## src/rtl/msr_perm_pkg.sv

```systemverilog
package msr_perm_pkg;

    localparam int IDX_W   = 32;
    localparam int NUM_WIN = 3;

    typedef enum logic [2:0] {
        S_IDLE = 3'd0,
        S_CALC = 3'd1,
        S_REQ  = 3'd2,
        S_WAIT = 3'd3,
        S_RESP = 3'd4
    } chk_state_e;

    // First index of each register window; window w fills bitmap slots
    // starting at w * 2**SPAN_LG.
    function automatic logic [IDX_W-1:0] win_start(input int w);
        case (w)
            0:       return 32'h0000_0000;
            1:       return 32'hC000_0000;
            default: return 32'hC001_0000;
        endcase
    endfunction

endpackage

```

## src/rtl/msr_window_map.sv

```systemverilog
module msr_window_map #(
    parameter int ADDR_W  = 40,
    parameter int SPAN_LG = 13
) (
    input  logic [msr_perm_pkg::IDX_W-1:0] idx,
    output logic                           in_win,
    output logic [ADDR_W-1:0]              byte_off,
    output logic [2:0]                     bit_pos
);
    import msr_perm_pkg::*;

    localparam int SLOT_W = SPAN_LG + $clog2(NUM_WIN + 1);

    logic [NUM_WIN-1:0] hit;
    logic [SLOT_W-1:0]  slot_w [NUM_WIN];
    logic [SLOT_W-1:0]  slot;

    for (genvar w = 0; w < NUM_WIN; w++) begin : g_win
        localparam logic [IDX_W-1:0]  START = win_start(w);
        localparam logic [SLOT_W-1:0] FIRST = SLOT_W'(w) << SPAN_LG;
        assign hit[w]    = (idx[IDX_W-1:SPAN_LG] == START[IDX_W-1:SPAN_LG]);
        assign slot_w[w] = hit[w]
                         ? (FIRST | SLOT_W'(idx[SPAN_LG-1:0]))
                         : '0;
    end

    always_comb begin
        slot = '0;
        for (int w = 0; w < NUM_WIN; w++) begin
            slot = slot | slot_w[w];
        end
    end

    // Two bits per slot: four slots share one byte.
    assign in_win   = |hit;
    assign byte_off = ADDR_W'(slot >> 2);
    assign bit_pos  = {slot[1:0], 1'b0};

endmodule

```

## src/rtl/msr_bit_test.sv

```systemverilog
module msr_bit_test (
    input  logic [7:0] data,
    input  logic [2:0] pair_pos,
    input  logic       rw,
    output logic       hit
);
    logic [7:0] mask;

    always_comb begin
        mask = 8'(8'd1 << rw) << pair_pos;
        hit  = |(data & mask);
    end

endmodule

```

## src/rtl/msr_perm_check.sv

```systemverilog
module msr_perm_check #(
    parameter int                ADDR_W    = 40,
    parameter int                SPAN_LG   = 13,
    parameter int                CODE_W    = 12,
    parameter logic [CODE_W-1:0] EXIT_CODE = 12'h07C
) (
    input  logic              clk,
    input  logic              rst_n,
    input  logic              req_valid,
    input  logic [31:0]       req_index,
    input  logic              req_write,
    input  logic              intercept_en,
    input  logic [ADDR_W-1:0] bitmap_base,
    output logic              busy,
    output logic              mem_req,
    output logic [ADDR_W-1:0] mem_addr,
    input  logic [7:0]        mem_rdata,
    input  logic              mem_rvalid,
    output logic              done,
    output logic              exit_take,
    output logic              exit_info,
    output logic [CODE_W-1:0] exit_code
);
    import msr_perm_pkg::*;

    typedef struct packed {
        chk_state_e        st;
        logic [IDX_W-1:0]  idx;
        logic              rw;
        logic              en;
        logic [ADDR_W-1:0] base;
        logic [ADDR_W-1:0] addr;
        logic [2:0]        bp;
        logic              ex;
    } ctl_t;

    localparam ctl_t CTL_RST = '{st: S_IDLE, default: '0};

    ctl_t ctl_d, ctl_q;

    logic              in_win;
    logic [ADDR_W-1:0] byte_off;
    logic [2:0]        bit_pos;
    logic              bit_hit;

    msr_window_map #(
        .ADDR_W (ADDR_W),
        .SPAN_LG(SPAN_LG)
    ) u_map (
        .idx     (ctl_q.idx),
        .in_win  (in_win),
        .byte_off(byte_off),
        .bit_pos (bit_pos)
    );

    msr_bit_test u_test (
        .data    (mem_rdata),
        .pair_pos(ctl_q.bp),
        .rw      (ctl_q.rw),
        .hit     (bit_hit)
    );

    always_comb begin
        ctl_d = ctl_q;
        unique case (ctl_q.st)
            S_IDLE: begin
                if (req_valid) begin
                    ctl_d.idx  = req_index;
                    ctl_d.rw   = req_write;
                    ctl_d.en   = intercept_en;
                    ctl_d.base = bitmap_base;
                    ctl_d.ex   = 1'b0;
                    ctl_d.st   = S_CALC;
                end
            end
            S_CALC: begin
                if (!ctl_q.en) begin
                    ctl_d.ex = 1'b0;
                    ctl_d.st = S_RESP;
                end else if (!in_win) begin
                    ctl_d.ex = 1'b1;
                    ctl_d.st = S_RESP;
                end else begin
                    ctl_d.addr = ctl_q.base + byte_off;
                    ctl_d.bp   = bit_pos;
                    ctl_d.st   = S_REQ;
                end
            end
            S_REQ: begin
                ctl_d.st = S_WAIT;
            end
            S_WAIT: begin
                if (mem_rvalid) begin
                    ctl_d.ex = bit_hit;
                    ctl_d.st = S_RESP;
                end
            end
            S_RESP: begin
                ctl_d.st = S_IDLE;
            end
            default: begin
                ctl_d = CTL_RST;
            end
        endcase
    end

    always_ff @(posedge clk) begin
        if (!rst_n) begin
            ctl_q <= CTL_RST;
        end else begin
            ctl_q <= ctl_d;
        end
    end

    assign busy      = (ctl_q.st != S_IDLE);
    assign mem_req   = (ctl_q.st == S_REQ);
    assign mem_addr  = ctl_q.addr;
    assign done      = (ctl_q.st == S_RESP);
    assign exit_take = done & ctl_q.ex;
    assign exit_info = done & ctl_q.rw;
    assign exit_code = exit_take ? EXIT_CODE : '0;

endmodule

```

## config.mk

```make
export PLATFORM = sky130hd
export DESIGN_NAME = msr_perm_check
export DESIGN_NICKNAME = d
export VERILOG_FILES = /design/src/rtl/msr_perm_pkg.sv /design/src/rtl/msr_window_map.sv /design/src/rtl/msr_bit_test.sv /design/src/rtl/msr_perm_check.sv
export SDC_FILE = /design/constraint.sdc
export NUM_CORES = 1
export LEC_CHECK = 0
export CORE_MARGIN = 5
export CORE_UTILIZATION = 60
export CTS_CLUSTER_DIAMETER = 40
export CTS_CLUSTER_SIZE = 24
export DETAILED_ROUTE_END_ITERATION = 16
export DONT_BUFFER_PORTS = 1
export GPL_TIMING_DRIVEN = 0
export HOLD_SLACK_MARGIN = 0.06
export PLACE_DENSITY = 0.76
export SETUP_SLACK_MARGIN = 0.5
export SLEW_MARGIN = 5
export SYNTH_ARGS = -nofsm -noshare
export SYNTH_HDL_FRONTEND = slang
export SYNTH_SLANG_ARGS = --single-unit
```

## constraint.sdc

```tcl
create_clock -name clk -period 4.55 [get_ports clk]
set_input_delay 0.6825 -clock clk [delete_from_list [all_inputs] [get_ports clk]]
set_output_delay 0.6825 -clock clk [all_outputs]
set_load 0.005 [all_outputs]
```

==> out/metrics.yaml, run 1 <==
outcome: "complete, no violations"
grt_pass1_wl_um: 28600
drt_pass1_iterations: 7
instances_no_fill: 996
die-area_sq_mm: 0.0129
fp.dieH_um: 113
ios: 143
layout.nets: 947
hpwl_um: 13600
drv_cap: 0
critical_path_buf_inv_count: 3
path_class: "reg -> reg"
grt.total_usage_pct: 27.8
place.gp.congestion: 0.960
crit_start: "ctl_q[111]$_SDFFE_PN0P_"
critPathMaxFanout: 10
portBuffers: 0
relSlewSlack_pct: 49.6
fin_crit_sh_pct: 84.8
synth.distinct_cells: 65
r2r_start: "ctl_q[111]$_SDFFE_PN0P_"
rows: 37
slew_violations: 0
period_minus_slack_ns: 3.86
setup_tns_ns: 0
cts_buffers: 17
grt.overflow.total: 0
power_mw: 2.76
max_slew.worst_pin.slew_ns: 0.756
hp-start: "req_index[24]"
synthCells: 820
core_area_sq_mm: 0.0104
synth_edf_count: 0
drive_gt1_share_pct: 14.3
wl_per_cell_um: 18.1
antenna_found_initial: 2
powerDensity_mw_per_mm2: 382
dp.cells: 962
critical_path_arrival_ns: 4.28
cts-root-buf: "clkbuf_8"
critPathTopFamily: "compound AO/OA/AOI/OAI gates"
initial_utilization_pct: 61.9
clk_pin_slew_ns: 0.06
htreeDepth: 4
synth_warnings: 0
synthArstFlopShare_pct: 0
slowest_stage: "or4_4"
vias: 6129
max_freq_mhz: 259
cp_cell_sequence: "or4_4 -> a21oi_4 -> clkbuf_1 -> and3_1 -> ha_1 -> clkbuf_2 -> and2_0 -> a22o_1 -> o311a_1 -> buf_2 -> o311ai_1 -> xor2_1 -> o21ai_1"
grt_pass1_vias: 5725
final_common_cell: "nand3_1"
end_kind: "flop"
clockBufferDepth: 2
drtIter0Drc: 498
ir_worst_vdd_mv: 0.255
drc: 0
avgSynthCellArea_sq_um: 7.83
cts_tree: "done"
hold_ws_ns: 0.294
post-cts-setup-buffers: 0
fin_util_pct: 69.9
final_cell_mix: "nand3_1 (125), nand2_1 (123), dfxtp_1 (120), a21oi_1 (100), buf_4 (55)"
syn-cell-area_sq_mm: 0.00642
grt_max_degree: 17
min_path_type: "in -> reg"
hold_violations: 0
ys_seq_area_share_pct: 37.4
setup_viol_count_final: 0
cts.sinks: 120
multi_input_area_sq_mm: 0.00336
slowest_delay_ns: 0.56
die_width_um: 113
placed_area_sq_mm: 0.00661
postCtsHoldBufs: 0
ys_ff_latch: 120
finClkSkew_ns: 0.00888
rsz0062_at_grt: "no"
cp-start-kind: "flop"
via_per_inst: 6.15
fillers: 884
required_ns: 4.97
synth_ff_type: "dfxtp_1"
syn_to_final_growth_pct: 12.9
clkLatencyLatePin_ns: 0.53
ant_nets: 0
wl_um: 18000
p_leak_nw: 2.91
seq_area_sq_mm: 0.00240
place_ws_ns: 0.462
fin_area_sq_mm: 0.00724
fin_ws_ns: 0.692
-- metal layers --
layer  up-vias  share of wire, %  GRT usage (%)
met1      2836                41           34.0
met5         -                 0              0
met3        59               8.4           7.32
li1       2948                 -              -
met4         0               3.5           11.7
met2       286                47           46.4
-- final cells by class --
cell class                 count  area share, %
clock inverter                14           2.42
inverter                       6          0.311
tap                          136           2.35
clock buffer                  18           5.77
antenna                        2         0.0691
buffer                       118           9.60
multi-input combinational    582           46.3
sequential                   120           33.2
-- synthesized netlist by cell type (all sizes together) (2+ instances only) --
master,instances,area (sq um)
or2,5,31.3
a32oi,9,78.8
and3,24,150
nand2b,4,25.0
a211oi,4,35.0
inv,6,22.5
nor4,5,31.3
and2,6,37.5
or3,9,56.3
a21boi,3,22.5
clkbuf,41,155
nor4b,3,26.3
a21o,7,52.6
a31oi,4,25.0
nor3,13,65.1
a21oi,103,527
or4,12,93.8
and4,3,26.3
nand4,12,81.3
nor2b,2,12.5
o311a,3,30.0
nand3b,3,22.5
dfxtp,120,2400
o31ai,5,42.5
o21ai,7,35.0
ha,15,188
mux4,2,45.0
nand2,123,462
a211o,4,35.0
o21a,6,45.0
o311ai,2,17.5
xor2,6,52.6
buf,77,537
nand3,125,626
o211ai,14,105
xnor2,2,17.5
nor2,15,56.3
nor3b,2,15.0
-- flip-flops by register name, indices dropped and copies added (netlist names) --
register / count
ctl_q: 80
mem_addr: 40
-- final timing paths --
| check | end | slack (ns) | cells after the start |
|---|---|---|---|
| worst max-delay path | mem_addr[16]$_SDFFE_PN0P_ | 0.69 | 13 |
| worst min-delay path | ctl_q[110]$_SDFFE_PN0P_ | 0.29 | 2 |
| worst max register to register | mem_addr[16]$_SDFFE_PN0P_ | 0.69 | 13 |
| worst min register to register | mem_addr[18]$_SDFFE_PN0P_ | 0.45 | 2 |
-- kinds of logic after synthesis --
kind of cell | synth area share (%)
buffers and inverters | 11.1
xor gates and xnor gates | 1.09
adders and majority gates | 3.24
muxes | 0.877
and+or+nand+nor | 28.6
AOI/OAI and AO/OA | 17.6
other | 0.0584
DFF | 37.4
-- power breakdown --
part	leakage, nW	switching (mW)	total [mW]	internal [mW]
Combinational	1.65	0.185	0.279	0.0933
Clock	0.282	0.509	1.35	0.838
Sequential	0.976	0.0407	1.14	1.10
Total	2.91	0.735	2.76	2.03
-- timing repair --
item | 4_1_cts | 5_1_grt
pin swaps | 0 | 0
resized for setup | 1 | 9
endpoints found under the setup margin | 10 | 21
Power figures use the tool's default switching activity.
==> run 2, diff against run 1 <==
CORE_UTILIZATION = 58   (was 60)
clock period = 3.5 ns   (was 4.55 ns; I/O delays follow)
==> run 2 against run 1 <==
  * Die area up 3.1%
  * Register-to-register slack got worse by 0.49 ns
  * Largest power group unchanged
  * Global-route usage rose by 1.1 points
  * Worst hold slack worse by 0.15 ns
  * Core utilization grew 0.56 points
==> out/metrics.yaml, run 2 (synthesis gave the netlist of run 1 again) <==
final_cell_mix: "nand3_1 (125), nand2_1 (123), dfxtp_1 (120), a21oi_1 (93), buf_4 (62)"  # was nand3_1 (125), nand2_1 (123), dfxtp_1 (120), a21oi_1 (100), buf_4 (55)
drt_pass1_iterations: 9  # was 7
initial_utilization_pct: 59.2  # was 61.9%
cts_buffers: 17  # unchanged
max_freq_mhz: 303  # was 259 MHz
via_per_inst: 6.23  # was 6.15
postCtsHoldBufs: 0  # unchanged
ios: 143  # unchanged
n_antenna_cell: 0  # was 2
clockBufferDepth: 2  # unchanged
setup_viol_count_final: 0  # unchanged
use_met2_pct: 50.7  # was 46.4%
path_class: "reg -> reg"  # unchanged
critPathTopFamily: "compound AO/OA/AOI/OAI gates"  # unchanged
hold_violations: 0  # unchanged
place.gp.congestion: 0.987  # was 0.960
grt.total_usage_pct: 28.9  # was 27.8%
cts.sinks: 120  # unchanged
power_mw: 3.58  # was 2.76 mW
relSlewSlack_pct: 56.9  # was 49.6%
fp.dieH_um: 115  # was 113 um
core_area_sq_mm: 0.0108  # was 0.0104 sq mm
die_width_um: 115  # was 113 um
top_usage_layer: "met2"  # unchanged
cp_cell_sequence: "or4_4 -> a21oi_4 -> buf_8 -> and3_1 -> ha_1 -> a21o_1 -> a22o_1 -> o311a_4 -> buf_6 -> o311ai_4 -> xor2_1 -> o21ai_1"  # was or4_4 -> a21oi_4 -> clkbuf_1 -> and3_1 -> ha_1 -> clkbuf_2 -> and2_0 -> a22o_1 -> o311a_1 -> buf_2 -> o311ai_1 -> xor2_1 -> o21ai_1
rsz0062_at_grt: "yes"  # was no
dp.cells: 966  # was 962
hold_ws_ns: 0.145  # was 0.294 ns
layout.nets: 958  # was 947
antenna_found_initial: 0  # was 2
vias: 6291  # was 6129
grtUsageMet3_pct: 7.68  # was 7.32%
drtIter0Drc: 677  # was 498
slowest_delay_ns: 0.55  # was 0.56 ns
fin_area_sq_mm: 0.00763  # was 0.00724 sq mm
die-area_sq_mm: 0.0133  # was 0.0129 sq mm
critical_path_buf_inv_count: 2  # was 3
finClkSkew_ns: 0.00805  # was 0.00888 ns
grt_max_degree: 17  # unchanged
min_path_type: "in -> reg"  # unchanged
drc: 0  # unchanged
final_common_cell: "nand3_1"  # unchanged
grt.overflow.total: 0  # unchanged
cts-root-buf: "clkbuf_8"  # unchanged
p_leak_nw: 2.97  # was 2.91 nW
required_ns: 3.91  # was 4.97 ns
slew_violations: 0  # unchanged
portBuffers: 0  # unchanged
grt_pass1_wl_um: 30200  # was 28600 um
critPathMaxFanout: 10  # unchanged
drive_gt1_share_pct: 19.4  # was 14.3%
critical_path_arrival_ns: 3.71  # was 4.28 ns
hpwl_um: 13500  # was 13600 um
instances_no_fill: 1009  # was 996
placed_area_sq_mm: 0.00677  # was 0.00661 sq mm
cp-start-kind: "flop"  # unchanged
max_slew.worst_pin.slew_ns: 0.647  # was 0.756 ns
slowest_stage: "or4_4"  # unchanged
wl_per_cell_um: 18.8  # was 18.1 um
ant_nets: 0  # unchanged
clk_pin_slew_ns: 0.06  # about the same
grt_use_met1_pct: 33.1  # was 34.0%
largest_register: "ctl_q"  # unchanged
fin_crit_sh_pct: 94.2  # was 84.8%
powerDensity_mw_per_mm2: 469  # was 382 mW/mm^2
fin_util_pct: 70.4  # was 69.9%
grt_pass1_vias: 6137  # was 5725
htreeDepth: 4  # unchanged
period_minus_slack_ns: 3.30  # was 3.86 ns
outcome: "complete, no violations"  # unchanged
largest_register_ffs: 80  # unchanged
ir_worst_vdd_mv: 0.595  # was 0.255 mV
clkLatencyLatePin_ns: 0.53  # about the same
rows: 38  # was 37
end_kind: "flop"  # unchanged
fillers: 886  # was 884
syn_to_final_growth_pct: 18.9  # was 12.9%
drv_cap: 0  # unchanged
wl_um: 19000  # was 18000 um
cts_tree: "done"  # unchanged
==> run 2: per-layer routing <==
metal	share of wire, %	routed length, um
met3	7.2	1370
met5	0	0
met2	51	9690
met1	38	7290
met4	3.5	666
==> run 2: worst reg2reg max path, cell delays in order (launching register included) <==
cell,delay [ns]
dfxtp_1,0.31
or4_4,0.55
a21oi_4,0.18
buf_8,0.15
and3_1,0.20
ha_1,0.27
a21o_1,0.21
a22o_1,0.25
o311a_4,0.35
buf_6,0.17
o311ai_4,0.28
xor2_1,0.18
o21ai_1,0.07
==> run 2: cell type report <==
| class | count | area [sq um] | area share (%) |
|---|---|---|---|
| Inverter | 6 | 22.5 | 0.295 |
| Clock inverter | 9 | 97.6 | 1.28 |
| Clock buffer | 23 | 467 | 6.11 |
| Tap cell | 140 | 175 | 2.29 |
| Buffer | 118 | 763 | 10.0 |
| Sequential cell | 120 | 2400 | 31.5 |
| Timing Repair Buffer | 11 | 93.8 | 1.23 |
| Multi-Input combinational cell | 582 | 3610 | 47.3 |
==> run 2: through the flow <==
stage	worst slack (ns)	setup TNS, ns
global route	0.110	0
global placement	-0.284	-4.81
finish	0.204	0
floorplan	0.458	0
CTS	0.216	0
detailed placement	-0.371	-6.91
==> run 2: path summary, 6_finish.rpt <==
| kind | from | to | slack (ns) | cells after the start |
|---|---|---|---|---|
| min reg2reg | mem_addr[18]$_SDFFE_PN0P_ | mem_addr[18]$_SDFFE_PN0P_ | 0.45 | 2 |
| max | ctl_q[114]$_SDFFE_PN0P_ | mem_addr[16]$_SDFFE_PN0P_ | 0.20 | 12 |
| max reg2reg | ctl_q[114]$_SDFFE_PN0P_ | mem_addr[16]$_SDFFE_PN0P_ | 0.20 | 12 |
| min | req_index[21] | ctl_q[107]$_SDFFE_PN0P_ | 0.14 | 2 |
==> run 2: power by group <==
group          internal [mW]  switching [mW]  leakage, nW
logic                  0.157           0.271         1.71
clock network           1.06           0.604        0.281
registers               1.43          0.0550        0.976
total                   2.65           0.931         2.97
==> run 2: repair_timing <==
item / in CTS / in global routing
pin swaps: 6 / 9
setup buffers: 7 / 2
cloned: 2 / 0
endpoints found under the hold margin: 0 / 0
resized for setup: 25 / 26
setup endpoints to repair: 37 / 35
